--- config.mk ---
export PLATFORM = sky130hd
export DESIGN_NAME = pt_walker
export DESIGN_NICKNAME = d
export VERILOG_FILES = /design/src/rtl/pt_walker_pkg.sv /design/src/rtl/pw_va_split.sv /design/src/rtl/pw_pte_check.sv /design/src/rtl/pw_walk_fsm.sv /design/src/rtl/pt_walker.sv
export SDC_FILE = /design/constraint.sdc
export NUM_CORES = 1
export LEC_CHECK = 0
export BUFFER_PORTS_ARGS = -buffer_cell sky130_fd_sc_hd__buf_2
export CAP_MARGIN = 20
export CORE_ASPECT_RATIO = 1.1
export CORE_UTILIZATION = 40
export DETAILED_ROUTE_END_ITERATION = 6
export GPL_ROUTABILITY_DRIVEN = 0
export GPL_TIMING_DRIVEN = 0
export SLEW_MARGIN = 30
export SYNTH_ARGS = -nofsm -noshare
export SYNTH_HDL_FRONTEND = slang
export SYNTH_HIERARCHICAL = 1
export SYNTH_SLANG_ARGS = --single-unit
--- constraint.sdc ---
create_clock -name clk -period 3.7 [get_ports clk]
set_input_delay 0 -clock clk [delete_from_list [all_inputs] [get_ports clk]]
set_output_delay 0 -clock clk [all_outputs]
set_load 0.02 [all_outputs]
--- src/rtl/pt_walker_pkg.sv ---
package pt_walker_pkg;

    parameter int VA_W     = 32;
    parameter int PA_W     = 32;
    parameter int PTE_W    = 32;
    parameter int L1_BITS  = 10;
    parameter int L2_BITS  = 10;
    parameter int OFF_BITS = 12;

    // entry bit positions
    localparam int PTE_V   = 0;
    localparam int PTE_R   = 1;
    localparam int PTE_W_B = 2;
    localparam int PTE_X   = 3;
    localparam int PTE_REF = 5;
    localparam int PTE_MOD = 6;

    typedef enum logic [1:0] {
        ACC_RD  = 2'b00,
        ACC_WR  = 2'b01,
        ACC_EX  = 2'b10,
        ACC_RD2 = 2'b11
    } acc_e;

    typedef enum logic [1:0] {
        FLT_NONE   = 2'b00,
        FLT_ABSENT = 2'b01,
        FLT_PERM   = 2'b10
    } fault_e;

    typedef enum logic [2:0] {
        ST_IDLE,
        ST_L1_REQ,
        ST_L1_WAIT,
        ST_L2_REQ,
        ST_L2_WAIT,
        ST_WB_REQ
    } walk_st_e;

endpackage

--- src/rtl/pw_va_split.sv ---
module pw_va_split #(
    parameter int VA_W     = pt_walker_pkg::VA_W,
    parameter int L1_BITS  = pt_walker_pkg::L1_BITS,
    parameter int L2_BITS  = pt_walker_pkg::L2_BITS,
    parameter int OFF_BITS = pt_walker_pkg::OFF_BITS
) (
    input  logic [VA_W-1:0]     va,
    output logic [L1_BITS-1:0]  top_idx,
    output logic [L2_BITS-1:0]  leaf_idx,
    output logic [OFF_BITS-1:0] pg_off
);

    localparam int LEAF_LSB = OFF_BITS;
    localparam int TOP_LSB  = OFF_BITS + L2_BITS;

    assign top_idx  = va[TOP_LSB +: L1_BITS];
    assign leaf_idx = va[LEAF_LSB +: L2_BITS];
    assign pg_off   = va[OFF_BITS-1:0];

endmodule

--- src/rtl/pw_pte_check.sv ---
module pw_pte_check
    import pt_walker_pkg::*;
#(
    parameter int PTE_W    = pt_walker_pkg::PTE_W,
    parameter int OFF_BITS = pt_walker_pkg::OFF_BITS
) (
    input  logic [PTE_W-1:0]          pte,
    input  acc_e                      acc,
    output logic                      present,
    output logic                      allowed,
    output logic                      changed,
    output logic [PTE_W-1:0]          pte_upd,
    output logic [PTE_W-OFF_BITS-1:0] frame
);

    localparam int FRAME_W = PTE_W - OFF_BITS;

    always_comb begin
        present = pte[PTE_V];
        frame   = pte[PTE_W-1 -: FRAME_W];

        unique case (acc)
            ACC_WR:  allowed = pte[PTE_W_B];
            ACC_EX:  allowed = pte[PTE_X];
            default: allowed = pte[PTE_R];
        endcase

        pte_upd          = pte;
        pte_upd[PTE_REF] = 1'b1;
        if (acc == ACC_WR) begin
            pte_upd[PTE_MOD] = 1'b1;
        end
        changed = (pte_upd != pte);
    end

endmodule

--- src/rtl/pw_walk_fsm.sv ---
module pw_walk_fsm
    import pt_walker_pkg::*;
#(
    parameter int VA_W     = pt_walker_pkg::VA_W,
    parameter int PA_W     = pt_walker_pkg::PA_W,
    parameter int PTE_W    = pt_walker_pkg::PTE_W,
    parameter int L1_BITS  = pt_walker_pkg::L1_BITS,
    parameter int L2_BITS  = pt_walker_pkg::L2_BITS,
    parameter int OFF_BITS = pt_walker_pkg::OFF_BITS,
    localparam int PFN_W   = PA_W - OFF_BITS
) (
    input  logic                clk,
    input  logic                rst_n,
    input  logic                req_valid,
    output logic                req_ready,
    input  logic [VA_W-1:0]     req_vaddr,
    input  logic [1:0]          req_acc,
    input  logic [PFN_W-1:0]    req_root,
    output logic                mem_req_valid,
    input  logic                mem_req_ready,
    output logic                mem_req_write,
    output logic [PA_W-1:0]     mem_req_addr,
    output logic [PTE_W-1:0]    mem_req_wdata,
    input  logic                mem_rsp_valid,
    output logic                done,
    output logic [PA_W-1:0]     done_paddr,
    output logic [1:0]          done_fault,
    output logic [VA_W-1:0]     va_cur,
    output acc_e                acc_cur,
    input  logic [L1_BITS-1:0]  top_idx,
    input  logic [L2_BITS-1:0]  leaf_idx,
    input  logic [OFF_BITS-1:0] pg_off,
    input  logic                ent_present,
    input  logic                ent_allowed,
    input  logic                ent_changed,
    input  logic [PTE_W-1:0]    ent_updated,
    input  logic [PFN_W-1:0]    ent_frame
);

    localparam int ENT_SHIFT = $clog2(PTE_W / 8);

    typedef struct packed {
        walk_st_e          st;
        logic [VA_W-1:0]   va;
        acc_e              acc;
        logic [PFN_W-1:0]  root;
        logic [PFN_W-1:0]  tbl2;
        logic [PTE_W-1:0]  leaf;
        logic              done;
        logic [PA_W-1:0]   pa;
        fault_e            flt;
    } walk_t;

    walk_t walk_d, walk_q;

    logic [PA_W-1:0] top_addr;
    logic [PA_W-1:0] leaf_addr;

    assign top_addr  = {walk_q.root, {OFF_BITS{1'b0}}} + (PA_W'(top_idx) << ENT_SHIFT);
    assign leaf_addr = {walk_q.tbl2, {OFF_BITS{1'b0}}} + (PA_W'(leaf_idx) << ENT_SHIFT);

    assign req_ready     = (walk_q.st == ST_IDLE);
    assign mem_req_valid = (walk_q.st == ST_L1_REQ) || (walk_q.st == ST_L2_REQ) ||
                           (walk_q.st == ST_WB_REQ);
    assign mem_req_write = (walk_q.st == ST_WB_REQ);
    assign mem_req_addr  = (walk_q.st == ST_L1_REQ) ? top_addr  :
                           mem_req_valid            ? leaf_addr : '0;
    assign mem_req_wdata = (walk_q.st == ST_WB_REQ) ? walk_q.leaf : '0;
    assign done          = walk_q.done;
    assign done_paddr    = walk_q.pa;
    assign done_fault    = walk_q.flt;
    assign va_cur        = walk_q.va;
    assign acc_cur       = walk_q.acc;

    always_comb begin
        walk_d      = walk_q;
        walk_d.done = 1'b0;
        unique case (walk_q.st)
            ST_IDLE: begin
                if (req_valid) begin
                    walk_d.st   = ST_L1_REQ;
                    walk_d.va   = req_vaddr;
                    walk_d.acc  = acc_e'(req_acc);
                    walk_d.root = req_root;
                end
            end
            ST_L1_REQ: begin
                if (mem_req_ready) begin
                    walk_d.st = ST_L1_WAIT;
                end
            end
            ST_L1_WAIT: begin
                if (mem_rsp_valid) begin
                    if (!ent_present) begin
                        walk_d.st   = ST_IDLE;
                        walk_d.done = 1'b1;
                        walk_d.flt  = FLT_ABSENT;
                        walk_d.pa   = '0;
                    end else begin
                        walk_d.tbl2 = ent_frame;
                        walk_d.st   = ST_L2_REQ;
                    end
                end
            end
            ST_L2_REQ: begin
                if (mem_req_ready) begin
                    walk_d.st = ST_L2_WAIT;
                end
            end
            ST_L2_WAIT: begin
                if (mem_rsp_valid) begin
                    if (!ent_present || !ent_allowed) begin
                        walk_d.st   = ST_IDLE;
                        walk_d.done = 1'b1;
                        walk_d.flt  = ent_present ? FLT_PERM : FLT_ABSENT;
                        walk_d.pa   = '0;
                    end else if (ent_changed) begin
                        walk_d.leaf = ent_updated;
                        walk_d.st   = ST_WB_REQ;
                    end else begin
                        walk_d.st   = ST_IDLE;
                        walk_d.done = 1'b1;
                        walk_d.flt  = FLT_NONE;
                        walk_d.pa   = {ent_frame, pg_off};
                    end
                end
            end
            ST_WB_REQ: begin
                if (mem_req_ready) begin
                    walk_d.st   = ST_IDLE;
                    walk_d.done = 1'b1;
                    walk_d.flt  = FLT_NONE;
                    walk_d.pa   = {walk_q.leaf[PTE_W-1 -: PFN_W], pg_off};
                end
            end
            default: begin
                walk_d.st = ST_IDLE;
            end
        endcase
    end

    always_ff @(posedge clk or negedge rst_n) begin
        if (!rst_n) begin
            walk_q      <= '0;
            walk_q.st   <= ST_IDLE;
            walk_q.acc  <= ACC_RD;
            walk_q.flt  <= FLT_NONE;
        end else begin
            walk_q <= walk_d;
        end
    end

    AST_REQ_HOLD: assert property (@(posedge clk) disable iff (!rst_n)
        mem_req_valid && !mem_req_ready |=> mem_req_valid && $stable(mem_req_addr) &&
        $stable(mem_req_write) && $stable(mem_req_wdata));

    AST_DONE_PULSE: assert property (@(posedge clk) disable iff (!rst_n)
        done |=> !done);

    AST_FAULT_NO_ADDR: assert property (@(posedge clk) disable iff (!rst_n)
        done && (done_fault != 2'b00) |-> (done_paddr == '0));

    AST_IDLE_NO_MEM: assert property (@(posedge clk) disable iff (!rst_n)
        req_ready |-> !mem_req_valid);

    AST_ACCEPT_READS: assert property (@(posedge clk) disable iff (!rst_n)
        req_valid && req_ready |=> mem_req_valid && !mem_req_write && !req_ready);

    AST_WB_SETS_REF: assert property (@(posedge clk) disable iff (!rst_n)
        mem_req_valid && mem_req_write |-> mem_req_wdata[PTE_REF] && mem_req_wdata[PTE_V]);

endmodule

--- src/rtl/pt_walker.sv ---
module pt_walker
    import pt_walker_pkg::*;
#(
    parameter int VA_W     = pt_walker_pkg::VA_W,
    parameter int PA_W     = pt_walker_pkg::PA_W,
    parameter int PTE_W    = pt_walker_pkg::PTE_W,
    parameter int L1_BITS  = pt_walker_pkg::L1_BITS,
    parameter int L2_BITS  = pt_walker_pkg::L2_BITS,
    parameter int OFF_BITS = pt_walker_pkg::OFF_BITS,
    localparam int PFN_W   = PA_W - OFF_BITS
) (
    input  logic             clk,
    input  logic             rst_n,
    input  logic             req_valid,
    output logic             req_ready,
    input  logic [VA_W-1:0]  req_vaddr,
    input  logic [1:0]       req_acc,
    input  logic [PFN_W-1:0] req_root,
    output logic             mem_req_valid,
    input  logic             mem_req_ready,
    output logic             mem_req_write,
    output logic [PA_W-1:0]  mem_req_addr,
    output logic [PTE_W-1:0] mem_req_wdata,
    input  logic             mem_rsp_valid,
    input  logic [PTE_W-1:0] mem_rsp_data,
    output logic             done,
    output logic [PA_W-1:0]  done_paddr,
    output logic [1:0]       done_fault
);

    logic [VA_W-1:0]     va_cur;
    acc_e                acc_cur;
    logic [L1_BITS-1:0]  top_idx;
    logic [L2_BITS-1:0]  leaf_idx;
    logic [OFF_BITS-1:0] pg_off;
    logic                ent_present;
    logic                ent_allowed;
    logic                ent_changed;
    logic [PTE_W-1:0]    ent_updated;
    logic [PFN_W-1:0]    ent_frame;

    pw_va_split #(
        .VA_W(VA_W), .L1_BITS(L1_BITS), .L2_BITS(L2_BITS), .OFF_BITS(OFF_BITS)
    ) u_split (
        .va       (va_cur),
        .top_idx  (top_idx),
        .leaf_idx (leaf_idx),
        .pg_off   (pg_off)
    );

    pw_pte_check #(
        .PTE_W(PTE_W), .OFF_BITS(OFF_BITS)
    ) u_check (
        .pte     (mem_rsp_data),
        .acc     (acc_cur),
        .present (ent_present),
        .allowed (ent_allowed),
        .changed (ent_changed),
        .pte_upd (ent_updated),
        .frame   (ent_frame)
    );

    pw_walk_fsm #(
        .VA_W(VA_W), .PA_W(PA_W), .PTE_W(PTE_W),
        .L1_BITS(L1_BITS), .L2_BITS(L2_BITS), .OFF_BITS(OFF_BITS)
    ) u_fsm (
        .clk           (clk),
        .rst_n         (rst_n),
        .req_valid     (req_valid),
        .req_ready     (req_ready),
        .req_vaddr     (req_vaddr),
        .req_acc       (req_acc),
        .req_root      (req_root),
        .mem_req_valid (mem_req_valid),
        .mem_req_ready (mem_req_ready),
        .mem_req_write (mem_req_write),
        .mem_req_addr  (mem_req_addr),
        .mem_req_wdata (mem_req_wdata),
        .mem_rsp_valid (mem_rsp_valid),
        .done          (done),
        .done_paddr    (done_paddr),
        .done_fault    (done_fault),
        .va_cur        (va_cur),
        .acc_cur       (acc_cur),
        .top_idx       (top_idx),
        .leaf_idx      (leaf_idx),
        .pg_off        (pg_off),
        .ent_present   (ent_present),
        .ent_allowed   (ent_allowed),
        .ent_changed   (ent_changed),
        .ent_updated   (ent_updated),
        .ent_frame     (ent_frame)
    );

    AST_OFFSET_KEPT: assert property (@(posedge clk) disable iff (!rst_n)
        done && (done_fault == 2'b00) |-> (done_paddr[OFF_BITS-1:0] == pg_off));

    AST_FAULT_CODE_LEGAL: assert property (@(posedge clk) disable iff (!rst_n)
        done |-> (done_fault != 2'b11));

endmodule

After elaboration in Yosys (flattened, before gate mapping)

Cells that the tools add are included.

Add/subtract/negate cells: 2
Equal/unequal tests: 16
Multiplexer cells: 23
Bitwise gates (word level): 1
Reduce and logical (&&, ||, !) cells: 12

Operators by type and width:

| cell                 | count |
|---|---|
| $mux W35             | 6 |
| $pmux W35 S3         | 1 |
| $mux W32             | 3 |
| $add A32 B12 Y32     | 2 |
| $mux W57             | 1 |
| $mux W3              | 7 |
| $pmux W3 S6          | 1 |
| $ne A2 B2 Y1 const B | 7 |
| $reduce_and A6 Y1    | 2 |
| $eq A3 B2 Y1 const B | 2 |
| $eq A3 B3 Y1 const B | 2 |
| $mux W2              | 2 |
| $reduce_and A4 Y1    | 1 |
| $eq A3 B1 Y1 const B | 1 |
| $logic_not A3 Y1     | 1 |
| $logic_or A1 B1 Y1   | 3 |
| $ne A3 B2 Y1 const B | 1 |
| $reduce_and A3 Y1    | 1 |
| $reduce_bool A3 Y1   | 1 |
| $eq A2 B1 Y1 const B | 1 |
| $eq A2 B2 Y1 const B | 1 |
| $logic_not A1 Y1     | 2 |
| $ne A2 B2 Y1         | 1 |
| $pmux W1 S2          | 1 |
| 3 further kinds      | 3 |

Register bits: 144
Output and inout port bits: 102
Word-level logic and storage cells: 63

Logic depth before layout (Yosys ltp)

Gate-level depths: netlist of the first run.

Depth after elaboration: 7
Depth in mapped cells: 9

Cells and area by module

Netlist of the first run, hierarchy kept.

By module, submodules not included:

| module       | instances | cells an instance | area each (µm²) |
|---|---|---|---|
| pw_walk_fsm  | 1         | 576               | 6,859.1 |
| pw_pte_check | 1         | 64                | 470.5 |
| pw_va_split  | 1         | 32                | 240.2 |

Worst setup path after synthesis of the first run

OpenSTA, ideal clock, no wires.

Kind: reg-to-reg
Start point: register, netlist name u_fsm/acc_cur[0]
End point: register u_fsm/walk_q[46] in the netlist's numbering
Arrival time: 1.969 ns
Required time: 3.575 ns
Setup slack: 1.606 ns
Cell stages (with the launch flop): 9
Buffers on the path: 2
Period minus slack after synthesis: 2.094 ns
Cell sequence: dfrtp_1 -> buf_4 -> inv_1 -> ha_1 -> o21ai_1 -> nand3_1 -> nor2_2 -> buf_2 -> mux2_2

Word-level cells in the longest chain between the ends: 6
Elaborated cells on any way between the ends: 9
Those cells by class: eq/ne (3); mux (2); bitwise (1); reduce/logical (3)

RTL lines:

| element                                      | line               | RTL |
|---|---|---|
| $eq A2 B2 Y1 or $eq A2 B1 Y1 (tied branches) | pw_pte_check.sv:22 | `unique case (acc)` |
| $pmux W1 S2 *                                | pw_pte_check.sv:22 |  |
| net ent_allowed                              | pt_walker.sv:37    | `logic ent_allowed;` |
| $logic_not A1 Y1 *                           | pw_walk_fsm.sv:112 | `if (!ent_present \|\| !ent_allowed) begin` |
| $logic_or A1 B1 Y1 *                         | pw_walk_fsm.sv:112 |  |
| $not A1 Y1 (no source line) *                | --                 |  |
| $reduce_and A4 Y1 (no source line) *         | --                 |  |
| end signal: assignment                       | pw_walk_fsm.sv:149 | `walk_q <= walk_d;` |
| end: declaration                             | pw_walk_fsm.sv:54  | `walk_t walk_d, walk_q;` |

Mark *: on every way through the listed nets, which the timed path passes. The rest lies on a longest branch.
A chain may end at the register's enable or synchronous reset.

Worst setup path after layout of the first run

Start point: register, netlist name u_fsm/acc_cur[1]
End point: register u_fsm/walk_q[56] in the netlist's numbering

Word-level cells in the longest chain between the ends: 6
Elaborated cells on any way between the ends: 9
Those cells by class: eq/ne (3); mux (2); bitwise (1); reduce/logical (3)

RTL lines:

| element                                      | line |
|---|---|
| $eq A2 B2 Y1 or $eq A2 B1 Y1 (tied branches) | pw_pte_check.sv:22 |
| $pmux W1 S2 *                                | pw_pte_check.sv:22 |
| net ent_allowed                              | pt_walker.sv:37 |
| $logic_not A1 Y1 *                           | pw_walk_fsm.sv:112 |
| $logic_or A1 B1 Y1 *                         | pw_walk_fsm.sv:112 |
| $not A1 Y1 (no source line) *                | -- |
| $reduce_and A4 Y1 (no source line) *         | -- |

Marked as above.

==> results by group, run 1 <==
Yosys
  – Synth top area share: 47.6%
  – Synth cell count leaders: 156 x buf_4, 144 x dfrtp_1, 103 x mux2_2, 66 x nand2_1
  – Top_reg_cell synth: dfrtp_1
  – Synth area leader: dfrtp_1
  – Mapped Cells: 672
  – Cell variety after synth: 43
  – Synth Area per Inst: 11.3 µm²
  – Register area share after synthesis: 47.6%
  – Synth area leaders: dfrtp_1 48%, buf_4 15%, mux2_2 15%
  – EDFF count, synth: 0
  – Synth Register Bits: 144
  – Syn. warnings: 6
  – Most common cell in the synthesized netlist: buf_4
  – Asr flop ratio synth: between 90% and 100%
  – Synthesized area: 7570 µm²

Timing
  – Slew HR: 62.8%
  – Pins over their slew limit: 0
  – Final WS setup: about 1.2 ns
  – Final min period: 2.50 ns
  – RSZ-0062 raised after global routing: false
  – Max frequency: roughly 400 MHz
  – Tcrit/Tclk final: between 60% and 70%
  – Hold Violations, Final: 0
  – Final TNS setup: 0 ns
  – Clock Skew: between 0.01 and 0.015 ns
  – Worst-Margin Slew: 0.558 ns
  – Final setup violation count: 0

Power and ir drop
  – Pwr dens: approximately 770 nW/µm²
  – VDD IR max: 0.417 mV
  – LEAKAGE: 5.35 nW

Clocking
  – Clock transition at the registers of the reported paths: approximately 0.060 ns
  – # resized after CTS: 0
  – Buffer count from post-CTS setup fixing: 0
  – Root Buffer Master: clkbuf_16
  – CTS Buf Count: 17
  – Clock Path Buffers: 2
  – Hold Buf Count CTS: between 80 and 90
  – Clk sink count: 144
  – CTS tree: yes
  – H-tree depth: 4
  – Clk Latency, worst-skew pair: 0.42 ns

Setup path
  – Cell with the largest stage delay on the worst path: dfrtp_1
  – Worst Path Max Fanout: 10
  – Startpoint types: flop
  – R2R Setup Slk: 1.20 ns
  – CP required: 4.00 ns
  – Max stage delay on crit path: 0.38 ns
  – Stages on the worst setup path: 9
  – Critical path startpoint: u_fsm/acc_cur[1]$_DFFE_PN0P_
  – Setup crit end: u_fsm/walk_q[56]$_DFFE_PN0P_
  – CP cell instances: buf_4 -> inv_1 -> ha_1 -> a22oi_1 -> o21ai_1 -> nand3_1 -> nor2_2 -> buf_2 -> mux2_2
  – R2R cell count: 9
  – Crit path arrival time: 2.80 ns
  – Worst Path Buf+Inv: 3
  – CP delay by family, top: buffers and inverters
  – Critical path class: reg2reg
  – CP Capture Type: flop
  – Reg-to-reg endpoint: u_fsm/walk_q[56]$_DFFE_PN0P_
  – R2r startpoint: u_fsm/acc_cur[1]$_DFFE_PN0P_

Die
  – Die Y: 146 µm
  – Row Count: 52
  – Initial Util: between 40% and 50%
  – Number of top-level pins: about 190
  – Core ar.: 18500 µm²
  – Die X: 133 µm
  – Die ar.: 19500 µm²

Route
  – Drt drc: 0
  – Detailed Route Iter0 Violations: ~180
  – WL final: around 19000 µm
  – Wirelength per Cell: 15.6 µm
  – Post-route ant nets: 0
  – Vias: 5605
  – Initial DRT Pass Iterations: 4
  – DR vias/cell: 4.66

Global routing
  – Total grt overflow: 0
  – Vias in the first global route: just under 6k
  – Pin count of the biggest net entering global routing: 58
  – Global-route usage over all layers: 20.1%
  – First-pass GRT wire length: 30000 µm
  – Initial antenna violation count: 0

Placed design
  – Port bufs: 163
  – Post-detail-place hpwl: around 13000 µm
  – Pre-CTS WS: around 1.2 ns

Final layout
  – P&R area growth vs syn: 35.4%
  – FILL cells: ~1.7k
  – Ant diodes: 0
  – Share of cells above drive strength 1: between 40 and 50%
  – Nets: 1040

Flow run
  – Max_cap viols: 0

Run status
  – Status: finished, final reports clean

Min path
  – Worst Hold Class: in2async
-- cells by family after synthesis --
| kind of cell | count (synthesis) | share of synthesized area (%) |
|---|---|---|
| other cells | 2 | 0.0992 |
| buf+inv | 198 | 18.5 |
| compound gates | 79 | 7.83 |
| xor+xnor | 1 | 0.116 |
| mux | 106 | 15.8 |
| simple gates | 139 | 9.59 |
| flops | 144 | 47.6 |
| fa+ha+maj | 3 | 0.496 |
-- power breakdown --
group	total, mW	switching (mW)	internal (mW)
Sequential	2.58	0.351	2.23
Clock	1.77	0.688	1.08
Combinational	3.54	1.72	1.83
Total	7.89	2.76	5.14
-- cell type report --
type                            instances  area, µm²  share of cell area [%]
Timing Repair Buffer                  254       1770                    17.3
Inverter                                5       18.8                   0.183
Tap cell                              243        304                    2.97
Sequential cell                       144       3600                    35.1
Clock buffer                           19        443                    4.32
Clock inverter                         13        160                    1.56
Multi-Input combinational cell        331       2570                    25.1
Buffer                                193       1380                    13.5
-- metal layers --
metal	global-route usage, %	up-vias	wire (µm)
met3	5.90	22	1010
met5	0	-	0
met2	33.3	152	9080
met4	6.99	0	341
li1	-	2703	-
met1	24.9	2728	8270
-- sequential cells by signal, indices dropped and copies added, names as in the netlist --
signal and cells:
u_fsm/acc_cur 2, u_fsm/walk_q 75, u_fsm/done 1, u_fsm/va_cur 32, u_fsm/done_fault 2, u_fsm/done_paddr 32
-- stage by stage --
stage	hold WS [ns]	std cells	total power, mW	cell area (µm²)	utilization (%)
floorplan	-0.296	673	5.14	7570	-
global placement	0.218	1079	6.02	8690	47.0
detailed placement	-0.0760	1081	6.09	8760	47.4
CTS	0.0655	1202	7.98	10300	55.5
global route	0.0875	1202	8.42	10300	55.5
finish	0.0677	1202	7.89	10300	55.5
-- cell usage in the layout, fill, tap and decap left out, types with 4 or more instances in the layout --
cell type,n
and3_1,32
mux2_2,103
clkinv_2,4
buf_6,8
clkbuf_16,17
a22o_1,12
buf_2,171
dlygate4sd3_1,89
clkbuf_1,21
inv_1,5
a21oi_1,32
buf_4,156
and2_1,22
dfrtp_1,144
nand2_1,66
a221o_1,20
-- worst min path at each step --
stage,startpoint,to,slack [ns],cells past startpoint
6_report,rst_n,u_fsm/done_paddr[2]$_DFFE_PN0P_,0.07,2
4_1_cts,rst_n,u_fsm/done_paddr[2]$_DFFE_PN0P_,0.07,2
3_3_place_gp,mem_rsp_data[20],u_fsm/walk_q[55]$_DFFE_PN0P_,0.22,2
2_1_floorplan,rst_n,u_fsm/acc_cur[0]$_DFFE_PN0P_,-0.30,0
5_1_grt,rst_n,u_fsm/done_paddr[2]$_DFFE_PN0P_,0.09,2
3_5_place_dp,rst_n,u_fsm/done_paddr[2]$_DFFE_PN0P_,-0.08,1
(Power assumes the default switching activity.)
==> run 2, diff against run 1 <==
Settings changed: ABC_AREA from default to 1, PLACE_DENSITY from default to 0.65.
Clock period 3.7 ns to 2.3 ns, I/O delays scaled along.
==> run 2 against run 1 <==
  * The run now ends with design-rule violations left
  * Total power up 67%
  * Synthesized area is 2.9% higher
  * Highest routed layer unchanged
  * Largest cell class unchanged
  * Cell area grew 1.8%
==> results by group, run 2 <==
Yosys
  – Most common cell in the synthesized netlist: nand2_1
  – Synth Area per Inst: around 8 µm²
  – Synth area leader: dfrtp_1
  – Synth Register Bits: ~140
  – Synth area leaders: dfrtp_1 46%, buf_4 16%, nand2_1 13%
  – EDFF count, synth: 0
  – Synth top area share: 46.3%
  – Cell variety after synth: 24
  – Top_reg_cell synth: dfrtp_1
  – Synthesized area: between 7000 and 8000 µm²
  – Asr flop ratio synth: 100%
  – Synth cell count leaders: 269 x nand2_1, 161 x buf_4, 144 x dfrtp_1, 135 x nand3_1, 72 x nor2_1
  – Mapped Cells: between 900 and 1k
  – Register area share after synthesis: 46.3%
  – Syn. warnings: 6

Clocking
  – CTS tree: yes
  – Clk Latency, worst-skew pair: 0.42 ns
  – CTS Buf Count: 17
  – Root Buffer Master: clkbuf_16
  – Clock Path Buffers: 2
  – Clk sink count: approximately 140
  – Clock transition at the registers of the reported paths: about 0.06 ns
  – H-tree depth: 4

Setup path
  – R2R Setup Slk: between 0.15 and 0.2 ns
  – Critical path class: reg2out
  – Worst Path Max Fanout: 10
  – R2R cell count: 10
  – Startpoint types: flop
  – Critical path startpoint: u_fsm/walk_q[142]$_DFFE_PN0P_
  – CP required: 2.30 ns
  – R2r startpoint: u_fsm/acc_cur[1]$_DFFE_PN0P_
  – Setup crit end: mem_req_addr[4]
  – Reg-to-reg endpoint: u_fsm/done_paddr[23]$_DFFE_PN0P_
  – CP Capture Type: primary output
  – Crit path arrival time: approximately 2.1 ns

Timing
  – Hold Violations, Final: 0
  – Final min period: 2.13 ns
  – Max frequency: ~470 MHz
  – Tcrit/Tclk final: 92.7%
  – Slew HR: 55.7%
  – Final setup violation count: 0
  – Clock Skew: 0.0102 ns
  – Final TNS setup: 0 ns
  – Worst-Margin Slew: 0.665 ns
  – Pins over their slew limit: 0

Final layout
  – Nets: 1363
  – Post-Layout Inst Area: 10400 µm²
  – Commonest non-fill, non-tap cell in the layout: nand2_1
  – Share of cells above drive strength 1: between 30% and 40%
  – Non-Filler Instances: 1528
  – P&R area growth vs syn: 34.0%
  – Post-layout util: between 50% and 60%
  – Max reg flops: 75
  – FILL cells: 1820
  – Largest Register: u_fsm/walk_q
  – Ant diodes: 0
  – Most frequent cells in the layout: 268 x nand2_1, 180 x buf_2, 163 x buf_4, 144 x dfrtp_1, 135 x nand3_1

Route
  – Drt drc: 2
  – Detailed Route Iter0 Violations: 344
  – Wirelength per Cell: 14.1 µm
  – Post-route ant nets: 0
  – Initial DRT Pass Iterations: 7
  – WL final: around 22000 µm
  – DR vias/cell: 4.63
  – Vias: 7076

Min path
  – Worst Hold Class: in2reg

Global routing
  – Global-route usage over all layers: 22.3%
  – Vias in the first global route: 6822
  – Total grt overflow: 0
  – Pin count of the biggest net entering global routing: 81
  – Initial antenna violation count: 0
  – First-pass GRT wire length: about 34000 µm

Die
  – Die X: between 100 and 150 µm
  – Number of top-level pins: 193
  – Die ar.: 20000 µm²
  – Row Count: 53
  – Die Y: 148 µm
  – Core ar.: 19100 µm²
  – Initial Util: 40.8%

Power and ir drop
  – LEAKAGE: 5.93 nW
  – Pwr dens: 1260 nW/µm²
  – VDD IR max: 0.821 mV
  – Total power: 13.2 mW

Run status
  – Status: complete, but fails checks
  – Violated checks: design-rule violations

Flow run
  – Max_cap viols: 0

Placed design
  – Post-detail-place hpwl: between 15000 and 20000 µm
  – Port bufs: 163
  – Placed insts: 1408
  – Placed inst area: around 9000 µm²
## run 2: changes by cell type after synthesis, sizes merged, moves of 12 or more
cell   previous run  this run
and3             32         0
o21ai             3        54
a22o             12         0
and2             22         0
inv               5        68
mux2            106         0
nand3             2       136
nor2              3        76
a221o            20         0
nand2            66       270
## run 2: cell families (layout without fill, tap and decap cells)
logic type,Yosys count,count (layout),synth area share (%)
buf+inv,276,560,21.5
fa+ha+maj,3,3,0.482
compound gates,86,86,5.54
other cells,2,3,0.0964
flops,144,144,46.3
simple gates,485,485,26.1
## run 2: layer usage
layer / vias up / part of all wire (%) / track usage (%)
met2: 198 / 49 / 36.1
met5: - / 0 / 0
met4: 0 / 3.4 / 10.8
li1: 3520 / - / -
met3: 49 / 3.8 / 3.75
met1: 3309 / 44 / 28.9
## run 2: worst min path at each step
stage / from / endpoint / slack [ns] / cells past startpoint
floorplan: rst_n / u_fsm/acc_cur[0]$_DFFE_PN0P_ / -0.30 / 0
global placement: mem_rsp_data[24] / u_fsm/walk_q[59]$_DFFE_PN0P_ / 0.20 / 3
detailed placement: rst_n / u_fsm/walk_q[55]$_DFFE_PN0P_ / -0.02 / 1
CTS: mem_req_ready / u_fsm/done_paddr[31]$_DFFE_PN0P_ / 0.006 / 5
global route: mem_req_ready / u_fsm/done_paddr[31]$_DFFE_PN0P_ / 0.05 / 5
finish: mem_req_ready / u_fsm/done_paddr[31]$_DFFE_PN0P_ / 0.03 / 5
## run 2: metrics by stage
stage          hold WS (ns)  setup WS [ns]
2_1_floorplan        -0.296          0.474
3_3_place_gp          0.205         -0.989
3_5_place_dp        -0.0194         0.0577
4_1_cts             0.00586         0.0447
5_1_grt              0.0500        -0.0167
6_report             0.0263          0.169
## run 2: critical path, stage by stage (launching register included)
cell,delay [ns]
dfrtp_1,0.35
buf_2,0.17
a21oi_1,0.31
clkbuf_1,0.37
nand2_1,0.09
a21oi_1,0.20
buf_2,0.20
## run 2: power breakdown
part | total (mW) | internal, mW | switching, mW
Clock | 2.76 | 1.65 | 1.10
Combinational | 6.23 | 2.68 | 3.54
Sequential | 4.22 | 3.65 | 0.569
## run 2: cell type report
cell class	instances	area (µm²)	share of cell area [%]
multi-input cells	577	2520	24.1
repair buffers	253	1740	16.7
flip-flops and latches	144	3600	34.5
clock inverters	12	136	1.31
clock buffers	19	453	4.34
inverters	68	255	2.44
well taps	247	309	2.96
plain buffers	208	1430	13.7
## run 2: what timing repair did
| item | 4_1_cts | 5_1_grt |
|---|---|---|
| setup buffers | 0 | 2 |
| endpoints found under the setup margin | 0 | 52 |
| hold endpoints to repair | 193 | 0 |
| hold buffers | 87 | 0 |
| resized for setup | 0 | 11 |
==> run 3, diff against run 2 <==
Settings changed: PLACE_DENSITY 0.65 to 0.66, SYNTH_HIERARCHICAL 1 to default.
==> run 3 against run 2 <==
  * The flow now finishes without violations
  * Clock power decreased by 4%
  * Clock skew is 0.0026 ns lower
  * Critical path depth fell by 1
  * Largest cell class unchanged
==> results by group, run 3 <==
Clocking
  – CTS tree: yes
  – Root Buffer Master: clkbuf_16
  – H-tree depth: 4
  – Clk Latency, worst-skew pair: 0.42 ns
  – Clock Path Buffers: 2
  – Buffer count from post-CTS setup fixing: 0
  – Clk sink count: between 100 and 150
  – CTS Buf Count: 17
  – Clock transition at the registers of the reported paths: 0.06 ns

Yosys
  – Syn. warnings: 0
  – Synth Register Bits: between 100 and 150
  – Most common cell in the synthesized netlist: nand2_1
  – Synth area leader: dfrtp_1
  – Register area share after synthesis: 51.5%
  – Cell variety after synth: 26
  – Synth area leaders: dfrtp_1 52%, nand2_1 9.2%, mux2_4 5.4%
  – Synth Area per Inst: 8.86 µm²
  – Synthesized area: 6990 µm²
  – Synth top area share: 51.5%
  – Synth cell count leaders: 171 x nand2_1, 144 x dfrtp_1, 82 x inv_1, 82 x nor2_1, 60 x nand3_1
  – EDFF count, synth: 0
  – Mapped Cells: roughly 800
  – Top_reg_cell synth: dfrtp_1
  – Asr flop ratio synth: 100%

Global routing
  – Vias in the first global route: 6007
  – Initial antenna violation count: 0
  – Total grt overflow: 0
  – First-pass GRT wire length: 30900 µm
  – Global-route usage over all layers: 22.5%
  – Pin count of the biggest net entering global routing: just under 80

Setup path
  – Worst Path Buf+Inv: 2
  – CP Capture Type: primary output
  – CP cell instances: a21oi_1 -> clkbuf_1 -> nand2_1 -> a21oi_1 -> buf_2
  – Cell with the largest stage delay on the worst path: dfrtp_1
  – Critical path class: reg2out
  – Crit path arrival time: 2.16 ns
  – CP required: between 2 and 2.5 ns
  – Max stage delay on crit path: 0.46 ns
  – Worst Path Max Fanout: 10
  – Most common cell on crit path: a21oi_1
  – CP delay by family, top: buffers and inverters
  – Startpoint types: flop

Min path
  – Worst Hold Class: in2async

Final layout
  – Largest Register: u_fsm.walk_q
  – Most frequent cells in the layout: 209 x buf_2, 171 x nand2_1, 144 x dfrtp_1, 88 x dlygate4sd3_1
  – Max reg flops: 75
  – P&R area growth vs syn: 38.9%
  – Share of cells above drive strength 1: 31.7%
  – Nets: about 1.2k
  – Ant diodes: 0
  – Commonest non-fill, non-tap cell in the layout: buf_2

Timing
  – Pins over their slew limit: 0
  – Slew HR: 60.1%
  – Hold slack final: 0.0987 ns
  – Final setup violation count: 0
  – Final min period: 2.16 ns
  – Worst-Margin Slew: 0.598 ns
  – RSZ-0062 raised after global routing: false
  – Max frequency: 463 MHz
  – Tcrit/Tclk final: 94.0%
  – Hold Violations, Final: 0
  – Clock Skew: 0.00756 ns

Route
  – DR vias/cell: 4.58
  – Post-route ant nets: 0
  – Vias: 6107
  – Initial DRT Pass Iterations: 4
  – Wirelength per Cell: roughly 14 µm
  – WL final: 19300 µm
  – Drt drc: 0
  – Detailed Route Iter0 Violations: 321

Power and ir drop
  – Pwr dens: around 1200 nW/µm²
  – LEAKAGE: 5.21 nW
  – Total power: about 11 mW
  – VDD IR max: 0.663 mV

Die
  – Die Y: 141 µm
  – Row Count: 50
  – Die X: 128 µm
  – Core ar.: 17100 µm²
  – Initial Util: 41.0%
  – Die ar.: 18000 µm²
  – Number of top-level pins: 193

Placed design
  – Port bufs: 190
  – Post-detail-place hpwl: around 14000 µm

Flow run
  – Max_cap viols: 0

Run status
  – Status: finished, final reports clean
==> run 3: kinds of logic (layout without fill, tap and decap cells) <==
| kind of cell | count (synthesis) | count (layout) | share of synthesized area (%) |
|---|---|---|---|
| AOI/OAI and AO/OA | 99 | 99 | 7.30 |
| adders and majority gates | 2 | 2 | 0.358 |
| buffers and inverters | 163 | 472 | 11.6 |
| DFF | 144 | 144 | 51.5 |
| muxes | 52 | 52 | 9.71 |
| other | 1 | 2 | 0.0536 |
| and+or+nand+nor | 328 | 328 | 19.4 |
==> run 3: layout make-up <==
class / instances / area (µm²)
Inverter: 86 / 323
Sequential cell: 144 / 3600
Tap cell: 234 / 293
Timing Repair Buffer: 279 / 1870
Multi-Input combinational cell: 483 / 2580
Buffer: 77 / 490
Fill cell: 1542 / 7360
Clock buffer: 24 / 472
Clock inverter: 6 / 83.8
==> run 3: repair_timing <==
action	CTS	global route
endpoints found under the hold margin	195	0
gates resized for setup	0	0
hold buffers	88	0
==> run 3: metrics by stage <==
| stage | area (µm²) | util [%] | TNS [ns] | setup slack (ns) | std cells |
|---|---|---|---|---|---|
| final | 9720 | 56.9 | 0 | 0.139 | 1333 |
| after global routing | 9720 | 56.9 | 0 | 0.0152 | 1333 |
| after CTS | 9720 | 56.9 | 0 | 0.134 | 1333 |
| after detailed placement | 8280 | 48.5 | 0 | 0.284 | 1215 |
| after global placement | 8240 | 48.3 | -123.46 | -0.869 | 1214 |
| after floorplan | 7000 | - | 0 | 0.695 | 790 |
==> run 3: where the power goes <==
group	internal (mW)	switching, mW	leakage, nW
registers	3.53	0.624	1.82
clock network	1.64	1.00	0.274
logic	2.07	2.60	3.11
==> run 3: path summary, 6_finish.rpt <==
| kind | slack [ns] | endpoint | from | cells past startpoint |
|---|---|---|---|---|
| max in group asynchronous | 1.45 | u_fsm.va_cur[20]$_DFFE_PN0P_ | rst_n | 3 |
| min in group clk | 0.18 | u_fsm.walk_q[141]$_DFFE_PN0P_ | req_valid | 6 |
| min reg2reg | 0.46 | u_fsm.walk_q[40]$_DFFE_PN0P_ | u_fsm.walk_q[40]$_DFFE_PN0P_ | 2 |
| max reg2reg | 0.24 | u_fsm.walk_q[36]$_DFFE_PN0P_ | u_fsm.acc_cur[0]$_DFFE_PN0P_ | 10 |
| min | 0.1 | u_fsm.done$_DFF_PN0_ | rst_n | 2 |
| max | 0.14 | mem_req_addr[13] | u_fsm.walk_q[143]$_DFFE_PN0P_ | 5 |
==> run 3: metal layers <==
layer	global-route usage (%)	up-vias	wire length [µm]
met3	3.57	32	719
met5	0	-	0
li1	-	3064	-
met2	35.8	175	9210
met1	30.4	2836	8820
met4	9.85	0	515
